===== src/rtl/vbi_pkg.sv =====
package vbi_pkg;

  typedef enum logic [1:0] {
    RD_IDLE = 2'd0,
    RD_HDR  = 2'd1,
    RD_DATA = 2'd2
  } rd_state_t;

  localparam int HDR_LEN = 6;

  // Keep the two reserved values out of the payload when enabled.
  function automatic logic [7:0] recode_byte(input logic [7:0] b, input logic en);
    if (en && b == 8'h00)      return 8'h03;
    else if (en && b == 8'hFF) return 8'hFC;
    else                       return b;
  endfunction

  // Timing-reference status byte: V=1, H=1, F from the identifier LSB,
  // protection bits computed from F, V and H.
  function automatic logic [7:0] trs_status(input logic f);
    logic v, h;
    v = 1'b1;
    h = 1'b1;
    return {1'b1, f, v, h, v ^ h, f ^ h, f ^ v, f ^ v ^ h};
  endfunction

endpackage


===== src/rtl/vbi_pingpong_mem.sv =====
module vbi_pingpong_mem #(
  parameter int DW = 8,
  parameter int AW = 6
) (
  input  logic          clk,
  input  logic          we,
  input  logic [AW:0]   waddr,
  input  logic [DW-1:0] wdata,
  input  logic [AW:0]   raddr,
  output logic [DW-1:0] rdata
);
  localparam int WORDS = 2 ** (AW + 1);

  logic [DW-1:0] mem [WORDS];

  always_ff @(posedge clk) begin
    if (we) mem[waddr] <= wdata;
  end

  always_ff @(posedge clk) begin
    rdata <= mem[raddr];
  end
endmodule


===== src/rtl/vbi_write_side.sv =====
module vbi_write_side #(
  parameter int DEPTH = 64,
  localparam int AW = $clog2(DEPTH),
  localparam int CW = $clog2(DEPTH + 1)
) (
  input  logic                 clk,
  input  logic                 rst,
  input  logic                 in_valid,
  input  logic [7:0]           in_byte,
  input  logic                 in_line_end,
  input  logic [7:0]           line_num,
  input  logic [7:0]           std_code,
  input  logic                 rel,
  input  logic                 rel_sel,
  output logic [1:0]           full,
  output logic [1:0][CW-1:0]   sec_len,
  output logic [1:0][7:0]      sec_ln,
  output logic [1:0][7:0]      sec_std,
  output logic                 mem_we,
  output logic [AW:0]          mem_waddr,
  output logic [7:0]           mem_wdata,
  output logic                 overflow
);
  localparam logic [CW-1:0] DEPTH_C = CW'(DEPTH);

  logic          wsel;
  logic [CW-1:0] wcnt;
  logic [CW-1:0] cnt_next;
  logic          wr_ok;
  logic [1:0]    full_d;

  assign wr_ok     = in_valid && !full[wsel] && (wcnt < DEPTH_C);
  assign cnt_next  = wcnt + CW'(wr_ok);
  assign mem_we    = wr_ok;
  assign mem_waddr = {wsel, wcnt[AW-1:0]};
  assign mem_wdata = in_byte;

  always_comb begin
    full_d = full;
    if (rel) full_d[rel_sel] = 1'b0;
    if (in_line_end && !full[wsel]) full_d[wsel] = 1'b1;
  end

  always_ff @(posedge clk) begin
    if (rst) begin
      wsel     <= 1'b0;
      wcnt     <= '0;
      full     <= '0;
      overflow <= 1'b0;
      sec_len  <= '0;
      sec_ln   <= '0;
      sec_std  <= '0;
    end else begin
      full <= full_d;
      if (in_line_end) begin
        wcnt <= '0;
        if (full[wsel]) begin
          overflow <= 1'b1;
        end else begin
          sec_len[wsel] <= cnt_next;
          sec_ln[wsel]  <= line_num;
          sec_std[wsel] <= std_code;
          wsel          <= ~wsel;
        end
      end else begin
        wcnt <= cnt_next;
      end
    end
  end
endmodule


===== src/rtl/vbi_header_gen.sv =====
module vbi_header_gen
  import vbi_pkg::*;
(
  input  logic [2:0] idx,
  input  logic [5:0] did,
  input  logic [7:0] ln,
  input  logic [7:0] st,
  output logic [7:0] hdr_byte
);
  logic trs_form;

  assign trs_form = (did >= 6'h3E);

  always_comb begin
    unique case (idx)
      3'd0:    hdr_byte = trs_form ? 8'hFF : 8'h00;
      3'd1:    hdr_byte = trs_form ? 8'h00 : 8'hFF;
      3'd2:    hdr_byte = trs_form ? 8'h00 : 8'hFF;
      3'd3:    hdr_byte = trs_form ? trs_status(did[0]) : {2'b00, did};
      3'd4:    hdr_byte = ln;
      3'd5:    hdr_byte = st;
      default: hdr_byte = 8'h00;
    endcase
  end
endmodule


===== src/rtl/vbi_line_framer.sv =====
module vbi_line_framer
  import vbi_pkg::*;
#(
  parameter int DEPTH = 64
) (
  input  logic       clk,
  input  logic       rst,
  input  logic       in_valid,
  input  logic [7:0] in_byte,
  input  logic       in_line_end,
  input  logic [7:0] line_num,
  input  logic [7:0] std_code,
  input  logic [5:0] cfg_did,
  input  logic       cfg_recode,
  input  logic       out_grant,
  input  logic       vid_sav,
  output logic       out_req,
  output logic [7:0] out_byte,
  output logic       out_dq,
  output logic       out_flag,
  output logic       overflow
);
  localparam int AW = $clog2(DEPTH);
  localparam int CW = $clog2(DEPTH + 1);
  localparam logic [CW-1:0] HDR_LAST = CW'(HDR_LEN - 1);

  logic [1:0]          full;
  logic [1:0][CW-1:0]  sec_len;
  logic [1:0][7:0]     sec_ln;
  logic [1:0][7:0]     sec_std;
  logic                mem_we;
  logic [AW:0]         mem_waddr;
  logic [7:0]          mem_wdata;
  logic [7:0]          mem_rdata;

  rd_state_t     state;
  logic          rsel;
  logic [CW-1:0] idx;
  logic [CW-1:0] cur_len;
  logic          rel;
  logic [7:0]    hdr_byte;

  logic          p1_valid, p1_data, p1_first;
  logic [7:0]    p1_hdr;

  vbi_write_side #(.DEPTH(DEPTH)) u_wr (
    .clk        (clk),
    .rst        (rst),
    .in_valid   (in_valid),
    .in_byte    (in_byte),
    .in_line_end(in_line_end),
    .line_num   (line_num),
    .std_code   (std_code),
    .rel        (rel),
    .rel_sel    (rsel),
    .full       (full),
    .sec_len    (sec_len),
    .sec_ln     (sec_ln),
    .sec_std    (sec_std),
    .mem_we     (mem_we),
    .mem_waddr  (mem_waddr),
    .mem_wdata  (mem_wdata),
    .overflow   (overflow)
  );

  vbi_pingpong_mem #(.DW(8), .AW(AW)) u_mem (
    .clk  (clk),
    .we   (mem_we),
    .waddr(mem_waddr),
    .wdata(mem_wdata),
    .raddr({rsel, idx[AW-1:0]}),
    .rdata(mem_rdata)
  );

  vbi_header_gen u_hdr (
    .idx     (idx[2:0]),
    .did     (cfg_did),
    .ln      (sec_ln[rsel]),
    .st      (sec_std[rsel]),
    .hdr_byte(hdr_byte)
  );

  assign cur_len = sec_len[rsel];
  assign out_req = (state == RD_IDLE) && full[rsel];

  // Section is handed back once its last byte address has been issued.
  assign rel = ((state == RD_DATA) && (idx == cur_len - 1'b1)) ||
               ((state == RD_HDR) && (idx == HDR_LAST) && (cur_len == '0));

  // Read sequencer: header then payload, one byte per cycle.
  always_ff @(posedge clk) begin
    if (rst) begin
      state <= RD_IDLE;
      rsel  <= 1'b0;
      idx   <= '0;
    end else begin
      unique case (state)
        RD_IDLE: begin
          idx <= '0;
          if (out_grant && full[rsel]) state <= RD_HDR;
        end
        RD_HDR: begin
          if (idx == HDR_LAST) begin
            idx <= '0;
            if (cur_len == '0) begin
              state <= RD_IDLE;
              rsel  <= ~rsel;
            end else begin
              state <= RD_DATA;
            end
          end else begin
            idx <= idx + 1'b1;
          end
        end
        RD_DATA: begin
          if (idx == cur_len - 1'b1) begin
            idx   <= '0;
            state <= RD_IDLE;
            rsel  <= ~rsel;
          end else begin
            idx <= idx + 1'b1;
          end
        end
        default: state <= RD_IDLE;
      endcase
    end
  end

  // Stage 1: aligns with the synchronous memory read.
  always_ff @(posedge clk) begin
    if (rst) begin
      p1_valid <= 1'b0;
      p1_data  <= 1'b0;
      p1_first <= 1'b0;
      p1_hdr   <= '0;
    end else begin
      p1_valid <= (state != RD_IDLE);
      p1_data  <= (state == RD_DATA);
      p1_first <= (state == RD_HDR) && (idx == '0);
      p1_hdr   <= hdr_byte;
    end
  end

  // Stage 2: registered outputs.
  always_ff @(posedge clk) begin
    if (rst) begin
      out_dq   <= 1'b0;
      out_byte <= 8'h00;
      out_flag <= 1'b0;
    end else begin
      out_dq <= p1_valid;
      if (!p1_valid)    out_byte <= 8'h00;
      else if (p1_data) out_byte <= recode_byte(mem_rdata, cfg_recode);
      else              out_byte <= p1_hdr;
      if (p1_first)                  out_flag <= 1'b1;
      else if (vid_sav && !p1_valid) out_flag <= 1'b0;
    end
  end
endmodule


===== config.mk =====
export PLATFORM = sky130hd
export DESIGN_NAME = vbi_line_framer
export DESIGN_NICKNAME = d
export VERILOG_FILES = /design/src/rtl/vbi_pkg.sv /design/src/rtl/vbi_pingpong_mem.sv /design/src/rtl/vbi_write_side.sv /design/src/rtl/vbi_header_gen.sv /design/src/rtl/vbi_line_framer.sv
export SDC_FILE = /design/constraint.sdc
export NUM_CORES = 1
export LEC_CHECK = 0
export ABC_AREA = 1
export ABC_CLOCK_PERIOD_IN_PS = 2400
export CAP_MARGIN = 20
export CORE_MARGIN = 2
export CORE_UTILIZATION = 58
export CTS_BUF_LIST = sky130_fd_sc_hd__clkbuf_2 sky130_fd_sc_hd__clkbuf_4 sky130_fd_sc_hd__clkbuf_8
export CTS_CLUSTER_DIAMETER = 50
export CTS_CLUSTER_SIZE = 30
export DETAILED_ROUTE_END_ITERATION = 6
export DONT_BUFFER_PORTS = 1
export MAX_ROUTING_LAYER = met4
export PLACE_DENSITY = 0.85
export SLEW_MARGIN = 20
export SYNTH_ARGS = -nofsm -noshare
export SYNTH_HDL_FRONTEND = slang
export SYNTH_SLANG_ARGS = --single-unit

===== constraint.sdc =====
create_clock -name clk -period 2.4 [get_ports clk]
set_input_delay 0.24 -clock clk [delete_from_list [all_inputs] [get_ports clk]]
set_output_delay 0.24 -clock clk [all_outputs]
set_load 0.03 [all_outputs]

# After elaboration in Yosys (flattened, before gate mapping)
# Memories as Yosys holds them, arrays and structs flattened. A register that Yosys moved wholly into a read port is not among the register bits.
# Cells that the tools add are included.
[word_totals]
ff_bits = 88
ramBits = 1024
input_bits = 37
output_inout_bits = 12
wordCells = 131
n_memories = 1
[op_classes]
addsub = 3
magnitude_cmp = 6
eq_ne = 14
muxes = 46
bitwise = 8
reduce_logical = 33
[memory_table]
columns = ["name", "words", "word_bits", "rd", "rd_clocked_by_memory_dff", "wr", "line_no", "source"]
rows = [
  ["u_mem.mem", 128, 8, 1, 1, 1, "vbi_pingpong_mem.sv:14", "logic [DW-1:0] mem [WORDS];"],
]
[ops]
columns = ["operator", "n"]
rows = [
  ["$mux 8", 11],
  ["$pmux 8 s5", 1],
  ["$mux 7", 5],
  ["$bwmux 16", 2],
  ["$pmux 7 s3", 1],
  ["$bwmux 14", 1],
  ["$logic_and 1x1->1", 14],
  ["$logic_not 7->1", 2],
  ["$mux 1", 13],
  ["$mux 2", 6],
  ["$demux 8 s1", 1],
  ["$eq 8x8->1 const B", 1],
  ["$logic_not 8->1", 1],
  ["$ne 2x1->1 const B", 4],
  ["$add 7x1->7", 1],
  ["$add 7x1->7 const B", 1],
  ["$demux 7 s1", 1],
  ["$eq 7x3->1 const B", 1],
  ["$eq 7x7->1", 1],
  ["$lt 7x7->1 const B", 1],
  ["$sub 7x1->7 const B", 1],
  ["$eq 3x2->1 const B", 2],
  ["$eq 3x3->1 const B", 2],
  ["$ge 6x6->1 const B", 1],
  ["22 further kinds", 35],
]

# Depth between registers and ports, before layout
[logic_depth]
word_depth = 9
ltp_mapped = 18
ltp_nobuf = 18

# Modules after synthesis
# Synthesis repeated with hierarchy kept, for this count alone.
[hier_totals]
cells_unflattened = 4277
hier_area_um2 = 46792.4
[modules_own_cells]
columns = ["mod", "instances", "cells_each", "area_each_um2", "seq_area_each_um2"]
rows = [
  ["vbi_pingpong_mem", 1, 3575, 42104.1, 30909.6],
  ["vbi_write_side", 1, 284, 2225.9, 1141.1],
  ["vbi_line_framer", 1, 337, 2024.4, 620.6],
  ["vbi_header_gen", 1, 81, 437.9, 0.0],
]

# Worst setup path before layout
# No wires, ideal clock.
[synth_path]
path_kind = "register to register"
startpoint = "reg u_wr.wsel"
endpoint = "mem u_mem.mem[104][0], enable pin"
setup_time_ns = 0.370
t_arrival_ns = 1.711
required_time_ns = 2.030
path_slack_ns = 0.319
stages_incl_launch_ff = 8
path_buffers = 1
synth_period_minus_slack_ns = 2.081
path_cell_list = "dfxtp_1 -> inv_2 -> nand2_1 -> o21ai_1 -> nor2_2 -> nand4_1 -> clkbuf_1 -> nor2_1"
[synth_between]
elab_chain_cells = 7
[synth_lines]
columns = ["element", "line_no", "source"]
rows = [
  ["start, declared", "vbi_write_side.sv:26", "logic wsel;"],
  ["start signal, assigned", "vbi_write_side.sv:63", "wsel <= ~wsel;"],
  ["$mux 1 (implied by the code) (2 in series)", "vbi_write_side.sv:32", "assign wr_ok = in_valid && !full[wsel] && (wcnt < DEPTH_C);"],
  ["$logic_not 1->1", "vbi_write_side.sv:32", ""],
  ["$logic_and 1x1->1 (2 in series)", "vbi_write_side.sv:32", ""],
  ["$mux 1", "vbi_pingpong_mem.sv:17", "if (we) mem[waddr] <= wdata;"],
  ["$mux 1 (implied by the code)", "vbi_pingpong_mem.sv:17", ""],
  ["end, declared", "vbi_pingpong_mem.sv:14", ""],
]
# Several ways; a longest one is shown, not always the timed one. The select of a mux whose other input is x is not followed.

==> impl_metrics.toml <==
[layout]
seq_area_sq_um = 32700
design_area_sq_um = 49900
fin_cells = 4943
fin_nets = 3891
fin_util = 0.655
multi_input_comb_area_sq_um = 10600
area_growth_pct = 11.5
nFillCells = 4984
drive_gt1_frac = 0.116

[placed_design]
place_area_sq_um = 47200
gp_congestion = 0.949
placed_cells = 4737
io_buffer_count = 0
dp.final_hpwl_mm = 67.8

[critical_path]
arrival_ns = 3.07
crit_required_ns = 3.06
start_kind = "flip-flop"
criticalPathCategory = "reg -> reg"
cp-end-kind = "flip-flop"
cp_max_fo = 65

[synth]
synth_fa_ha_area_frac = 0.00336
synth_xor_area_frac = 0.00187
synth_top_family_by_area = "compound AO/OA/AOI/OAI gates"
yosysTopAreaCell = "edfxtp_1"
synth-edff-count = 1024
synth_area_leaders = "edfxtp_1, o21ai_0, nor2_1"
yosys_warnings = 0
synth-seq-cells = 1120
ys.flop_type = "edfxtp_1"
synth.avg_cell_area_sq_um = 12.1
synth_common_cells = "edfxtp_1, nor2_1, o21ai_0"
yosysMostFrequentCell = "edfxtp_1"
synthSimpleGateAreaFrac = 0.112
async_reset_ff_frac = 0
yosys.cell_types.count = 37
netlist_area_sq_um = 44700
syn_nets = 3739
synth_compound_gate_area_share = 0.118
synthCells = 3690
synth_top_area_share = 0.687
synthMuxAreaShare = 0
synth_seq_area_share = 0.730

[floorplan]
dieHeight_um = 282
io_pins = 49
dieArea_sq_um = 79400
dieWidth_um = 282
start_util = 0.587
placementRows = 101
core_sq_um = 76200

[timing]
setup_slack_ns = -0.00648
slew_viol_final = 0
rsz0062_at_grt = "yes"
worstMarginPinSlew_ns = 0.926
clock_skew_ns = 0.0539
max_freq_mhz = 416
whs_ns = 0.196
fin_crit_ns = 2.41
finalSetupViolCount = 1
slew_headroom = 0.382
fin_crit_sh = 1.00
final_hold_viol_count = 0

[min_path]
hold_class = "in -> reg"

[routing]
via_per_inst = 6.34
drc = 0
drt_wl_total_mm = 116
ant_nets = 0
wire_per_inst_um = 23.4
dr.first_iter.drc_count = 5486
via_count = 31356
first_pass_iters = 7

[global_routing]
grt_pass1_wl_mm = 172
grt_max_degree = 129
grt_pass1_vias = 29620
antenna_found_initial = 3
grt_use_total = 0.296
overflow = 0

[cts]
clkLatencyLatePin_ns = 0.76
cts_tree = "yes"
clock_tree.buffer_depth = 3
clock-root-buffer = "clkbuf_8"
htree_num_levels = 3
clkTransAtPathRegs_ns = 0.10
cts.sinks = 1120
numCtsBuffers = 82

[run_status]
violations = "setup timing"
status = "finished with violations"

[power_and_ir_drop]
cellPowerDensity_nw_per_um2 = 795
ir_worst_vdd_mv = 0.642
p_leak_nw = 16.7
total_power_w = 0.0396

[flow_run]
maxCapViolations = 0
-- layout by cell type (no fill, tap or decap), drive strengths merged --
master	n
nor3	2
o31ai	1
edfxtp	1024
xor2	7
nand4	70
clkinvlp	8
buf	269
nor2	746
diode	3
o41ai	1
a21oi	110
inv	115
nor4	1
dlygate4sd3	37
nand3	60
nand2	368
clkbuf	84
a21boi	1
o211ai	14
and2	2
o21ai	598
xnor3	1
a2111oi	1
clkinv	24
dfxtp	96
o22ai	244
ha	12
bufinv	6
a211oi	1
a41oi	7
-- worst max-delay path, stage by stage (launching register included) --
cell and delay, ns:
dfxtp_4 0.42, buf_12 0.26, buf_16 0.29, o21ai_0 0.14, o22ai_1 0.26, nand2_1 0.09, nand4_1 0.21, nand3_1 0.22
nand2_1 0.15, nand2_1 0.12, nand2_1 0.09
-- path summary, 6_finish.rpt --
kind / cells past startpoint / endpoint / from / slack, ns
worst min register to register: 2 / u_wr.sec_std[0] / u_wr.sec_std[0] / 0.47
worst max register to register: 10 / u_mem.rdata[6] / idx[1] / -0.006
worst min-delay path: 5 / u_wr.wcnt[0] / in_valid / 0.20
worst max-delay path: 10 / u_mem.rdata[6] / idx[1] / -0.006
-- report_power, final --
group          switching, W  internal, W
logic               0.00444      0.00197
registers          0.000299       0.0215
clock network       0.00702      0.00444
-- registers in the layout, indices dropped and copies added (netlist names), 7 cells and up --
signal / cells
idx: 7
out_byte: 8
p1_hdr: 8
u_mem.mem: 1024
u_mem.rdata: 8
u_wr.sec_len: 14
u_wr.sec_ln: 16
u_wr.sec_std: 16
u_wr.wcnt: 7
-- per-layer routing --
layer  share of wire  wire [um]  global-route usage  vias to the layer above
li1                -          -                   -                    13686
met1            0.35      41000               0.388                    14821
met2            0.46      53700               0.454                     2446
met3            0.13      15400              0.0563                      403
met4           0.048       5580               0.129                        0
met5               0          0                   -                        -
-- logic make-up (layout without fill, tap and decap cells) --
group | after synthesis | in the layout
simple gates | 1248 | 1249
flops | 1120 | 1120
compound gates | 978 | 978
buf+inv | 324 | 543
fa+ha+maj | 12 | 12
xor+xnor | 8 | 8
other cells | 0 | 3
-- cell type report --
class	count	area share
sequential	1120	0.655
clock inverter	69	0.0176
tap	1030	0.0258
antenna	3	0.000150
clock buffer	83	0.0228
multi-input combinational	2247	0.212
timing repair buffer	307	0.0598
inverter	84	0.00657
-- through the flow --
stage          setup WS (ns)  setup TNS [ns]
2_1_floorplan          0.319               0
3_3_place_gp         -0.0122         -0.0947
3_5_place_dp         -0.0364          -0.805
4_1_cts              0.00298               0
5_1_grt              -0.0439         -0.0834
6_report            -0.00648        -0.00648
-- repair_timing --
item / CTS / global route
gates resized for setup: 4 / 9
hold buffers: 45 / 0
endpoints found under the setup margin: 21 / 107
setup buffers: 0 / 4
pin swaps: 0 / 2
endpoints found under the hold margin: 1097 / 0
cloned: 0 / 2
Note: power is estimated with default switching activity, not from simulation.
